--- src/rtl/sram_cycle_ctrl.sv ---
module sram_cycle_ctrl #(
  parameter int ADDR_W  = 12,
  parameter int DATA_W  = 8,
  parameter int CLK_NS  = 20,
  parameter int T_AS_NS = 0,
  parameter int T_WP_NS = 65,
  parameter int T_TURN_NS = 30,
  parameter int T_DS_NS = 30,
  parameter int T_DH_NS = 0,
  parameter int T_AH_NS = 5,
  parameter int T_WC_NS = 70,
  parameter int T_AA_NS = 70,
  parameter int T_OE_NS = 40,
  parameter int T_RC_NS = 70
) (
  input  logic              clk,
  input  logic              rst_n,
  input  logic              req,
  input  logic              we,
  input  logic [ADDR_W-1:0] addr,
  input  logic [DATA_W-1:0] wdata,
  output logic              ready,
  output logic [DATA_W-1:0] rdata,
  output logic [ADDR_W-1:0] mem_addr,
  output logic              mem_sel_n,
  output logic              mem_we_n,
  output logic              mem_oe_n,
  output logic [DATA_W-1:0] mem_wdata,
  output logic              mem_drive,
  input  logic [DATA_W-1:0] mem_rdata
);
  function automatic int cyc(input int ns);
    int c;
    c = (ns + CLK_NS - 1) / CLK_NS;
    return (c < 1) ? 1 : c;
  endfunction

  function automatic int mx(input int a, input int b);
    return (a > b) ? a : b;
  endfunction

  localparam int C_AS   = cyc(T_AS_NS);
  localparam int C_TURN = cyc(T_TURN_NS);
  localparam int C_WPL  = mx(cyc(T_WP_NS), C_TURN + cyc(T_DS_NS));
  localparam int C_HOLD = mx(mx(cyc(T_AH_NS), cyc(T_DH_NS)), mx(cyc(T_WC_NS) - C_AS - C_WPL, 1));
  localparam int C_RACC = mx(cyc(T_AA_NS), cyc(T_OE_NS));
  localparam int C_RREC = mx(C_TURN, cyc(T_RC_NS) - C_RACC);
  localparam int C_MAX  = mx(mx(mx(C_AS, C_WPL), mx(C_HOLD, C_RACC)), C_RREC);
  localparam int CNT_W  = $clog2(C_MAX + 1);

  typedef enum logic [2:0] {S_IDLE, S_WSU, S_WPL, S_WHD, S_RAC, S_RRC, S_DONE} state_t;

  state_t             state, nxt;
  logic [CNT_W-1:0]   cnt, lim;

  always_comb begin
    lim = '0;
    nxt = S_IDLE;
    case (state)
      S_WSU: begin lim = CNT_W'(C_AS - 1);   nxt = S_WPL;  end
      S_WPL: begin lim = CNT_W'(C_WPL - 1);  nxt = S_WHD;  end
      S_WHD: begin lim = CNT_W'(C_HOLD - 1); nxt = S_DONE; end
      S_RAC: begin lim = CNT_W'(C_RACC - 1); nxt = S_RRC;  end
      S_RRC: begin lim = CNT_W'(C_RREC - 1); nxt = S_DONE; end
      default: ;
    endcase
  end

  always_ff @(posedge clk) begin
    if (!rst_n) begin
      state     <= S_IDLE;
      cnt       <= '0;
      mem_addr  <= '0;
      mem_wdata <= '0;
      rdata     <= '0;
    end else begin
      case (state)
        S_IDLE: if (req) begin
          mem_addr  <= addr;
          mem_wdata <= wdata;
          cnt       <= '0;
          state     <= we ? S_WSU : S_RAC;
        end
        S_DONE: state <= S_IDLE;
        default: begin
          if (cnt == lim) begin
            cnt   <= '0;
            state <= nxt;
            if (state == S_RAC) rdata <= mem_rdata;
          end else begin
            cnt <= cnt + 1'b1;
          end
        end
      endcase
    end
  end

  assign mem_sel_n = (state == S_IDLE) || (state == S_DONE);
  assign mem_we_n  = (state != S_WPL);
  assign mem_oe_n  = (state != S_RAC);
  assign mem_drive = ((state == S_WPL) && (cnt >= CNT_W'(C_TURN))) || (state == S_WHD);
  assign ready     = (state == S_DONE);
endmodule


--- config.mk ---
export PLATFORM = sky130hd
export DESIGN_NAME = sram_cycle_ctrl
export DESIGN_NICKNAME = d
export VERILOG_FILES = /design/src/rtl/sram_cycle_ctrl.sv
export SDC_FILE = /design/constraint.sdc
export NUM_CORES = 1
export LEC_CHECK = 0
export ABC_AREA = 1
export BUFFER_PORTS_ARGS = -buffer_cell sky130_fd_sc_hd__clkbuf_2
export CAP_MARGIN = 20
export CORE_MARGIN = 2
export CORE_UTILIZATION = 46
export DETAILED_ROUTE_END_ITERATION = 16
export GPL_TIMING_DRIVEN = 0
export PLACE_DENSITY = 0.88
export SYNTH_ARGS = -nofsm -noshare
export SYNTH_HDL_FRONTEND = slang
export SYNTH_SLANG_ARGS = --single-unit
--- constraint.sdc ---
create_clock -name clk -period 1.5 [get_ports clk]
set_input_delay 0.225 -clock clk [delete_from_list [all_inputs] [get_ports clk]]
set_output_delay 0.225 -clock clk [all_outputs]
set_load 0.05 [all_outputs]
==> flow_summary.yaml <==
power:
  peakVddDrop_uv: 1039
  p_sw_frac: 0.4946
  clkPwrFrac: 0.107
  p_leak_uw: 0.0009732
  pwr-share-comb: 0.616
  total_power_uw: 4564
  power_density_nw_per_um2: 2155
  p_int_uw: 2307
  switchingPower_uw: 2258
  power_frac_seq: 0.277
finish:
  final_cell_area_um2: 2118
  n_antenna_cell: 0
  layout.cells.non_filler: 309
  nets: 311
  fin_util: 0.7054
  area_delta_synth_final_pct: 47.99
  fillers: 249
  layout-drive-gt1-share: 0.4457
die:
  start_util: 0.4767
  std_cell_rows: 20
  die_w_um: 59.78
  die_h_um: 59.78
  fp.dieArea_um2: 3574
  ioPinCount: 65
  fp.coreArea_um2: 3003
routing:
  drtIter0Drc: 125
  post_drt_wl_per_cell_um: 13.63
  first_pass_iters: 4
  totalWireLength_mm: 4.213
  via_per_inst: 5.401
  drc_errors: 0
  vias: 1669
  postRouteAntennaNets: 0
sta:
  maxSlewViolCount: 0
  fin_worst_skew_ps: 6.016
  max-slew-margin-rel: 0.6766
  worstMarginPinSlew_ps: 485.2
  max_freq_ghz: 0.6364
  min_period_over_period: 1.048
  setup_ws_ps: -71.41
  fin_hold_ws_ps: 112.6
  post-route-min-period_ps: 1571
  rsz0062_at_grt: "yes"
  setup_viol: 3
  hold_viol_final: 0
logic_synthesis:
  synth_area_leaders: "dfxtp_1, nand2_1, a21oi_1"
  synth_async_sr_flop_share: 0
  synth_top_cell_by_area: "dfxtp_1"
  yosysSeqAreaShare: 0.4755
  ys_seq_elements: 34
  synth_ff_type: "dfxtp_1"
  synth.avg_cell_area_um2: 7.573
  synth_most_common_cell: "nand2_1"
  yosysWarnings: 0
  syn_nets: 223
  synth_cell_type_count: 21
  synthTopCellsByCount: "nand2_1, dfxtp_1, a21oi_1, nand3_1, inv_1"
  synth_edf_count: 0
  syn_inst: 189
  synth_area_um2: 1431
  synth_top_area_frac: 0.4755
status:
  status: "finished, violations left"
  violations: "negative setup slack"
critical_path:
  crit_chain: "nor2_4 -> nand2_2 -> inv_2 -> nor2_4 -> clkinvlp_4 -> clkbuf_16"
  critPathMostFrequentCell: "nor2_4"
  worstSetupStartpointType: "flip-flop"
  cp_max_fo: 4
  critical_path_class: "flip-flop to output pin"
  end_kind: "output pin"
  required_ps: 1270
  cp_slowest_stage_delay_ps: 400
  critPathArrivalTime_ps: 1350
  slowest_stage: "dfxtp_4"
clock_tree:
  cts.sinks: 34
  worstSkewPairLatency_ps: 330
  cts_buffer_depth: 2
  cts_tree: "done"
  numCtsBuffers: 5
  cts_root_buffer: "clkbuf_4"
  cts.htree.levels: 2
  cts.clk_slew.worst_paths_ps: 90
global_route:
  grt_use_total: 0.2455
  grt_pass1_vias: 1534
  grt_max_degree: 11
  grt_pass1_wl_mm: 6.644
  antenna_found_initial: 0
  grt-ovfl-total: 0
run:
  maxCapViolCount: 0
placement:
  dp_hpwl_mm: 2.604
  place_area_um2: 1823
  place_inst: 286
  io_buffers: 64
  gp_congestion: 0.8209
min_path:
  hp-class: "input port to flip-flop"
sequential cells by signal, indices dropped and copies added, names as in the netlist:
name,flops
cnt,3
mem_wdata,8
rdata,8
mem_addr,12
state,3
layout make-up:
cell class,count,area (um^2),share of cell area
sequential,34,696.9,0.3290
tap,33,41.29,0.01949
inverter,11,50.05,0.02363
timing repair buffer,81,488.0,0.2304
multi-input combinational,135,752.0,0.3550
buffer,9,38.79,0.01831
clock buffer,6,51.30,0.02422
cells in the final DEF (no fill, tap or decap), types with 4 or more instances in the layout:
cell type,n
dfxtp_1,29
dfxtp_4,4
a21oi_2,5
clkbuf_4,5
buf_2,6
buf_4,16
inv_1,5
clkbuf_2,59
nand2_1,47
a21oi_1,30
nand3_1,26
nand2_2,6
clkbuf_1,5
logic make-up (layout without fill, tap and decap cells):
logic type                 after synthesis  in the layout  share of synthesized area
buffers and inverters                   20            107                    0.05682
and+or+nand+nor                         93             93                     0.2990
xor gates and xnor gates                 1              1                   0.006120
adders and majority gates                2              2                    0.01748
DFF                                     34             34                     0.4755
AOI/OAI and AO/OA                       39             39                     0.1451
metal layers:
layer,global-route usage,wire [um]
met4,0.1143,85
met1,0.2986,1623
met3,0.06494,346
met2,0.4022,2158
met5,0,0
critical path: cells and delay by family, from the launching register on:
| kind | cells | cell delay [ps] |
|---|---|---|
| buf+inv | 3 | 340 |
| flops | 1 | 400 |
| simple gates | 3 | 280 |
power groups by stage:
stage          sequential (uW)  combinational [uW]  clock (uW)
2_1_floorplan             1710                1220           0
3_3_place_gp              1240                2110           0
3_5_place_dp              1240                2140           0
4_1_cts                   1250                2500         495
5_1_grt                   1280                3000         530
6_report                  1270                2810         487
worst paths after layout:
check | start | end | slack, ps | cells after the start
worst max-delay path | state[0] | mem_sel_n | -70 | 6
worst min register to register | mem_addr[1] | mem_addr[1] | 460 | 2
worst max register to register | state[1] | state[0] | 0 | 8
worst min-delay path | mem_rdata[3] | rdata[3] | 110 | 3
repair_timing:
item | 4_1_cts | 5_1_grt
endpoints found under the setup margin | 5 | 17
setup buffers | 11 | 6
gates resized for setup | 26 | 13
hold buffers | 0 | 0
pin swaps | 5 | 8
stage by stage:
stage / setup slack, ps / TNS (ps)
after CTS: -33.76 / -60.66
after global routing: -96.80 / -511.7
after global placement: -31.55 / -31.55
after detailed placement: -60.90 / -60.90
after floorplan: -10.77 / -10.77
final: -71.41 / -129.7
No activity file was read; power rests on OpenSTA's default activity.
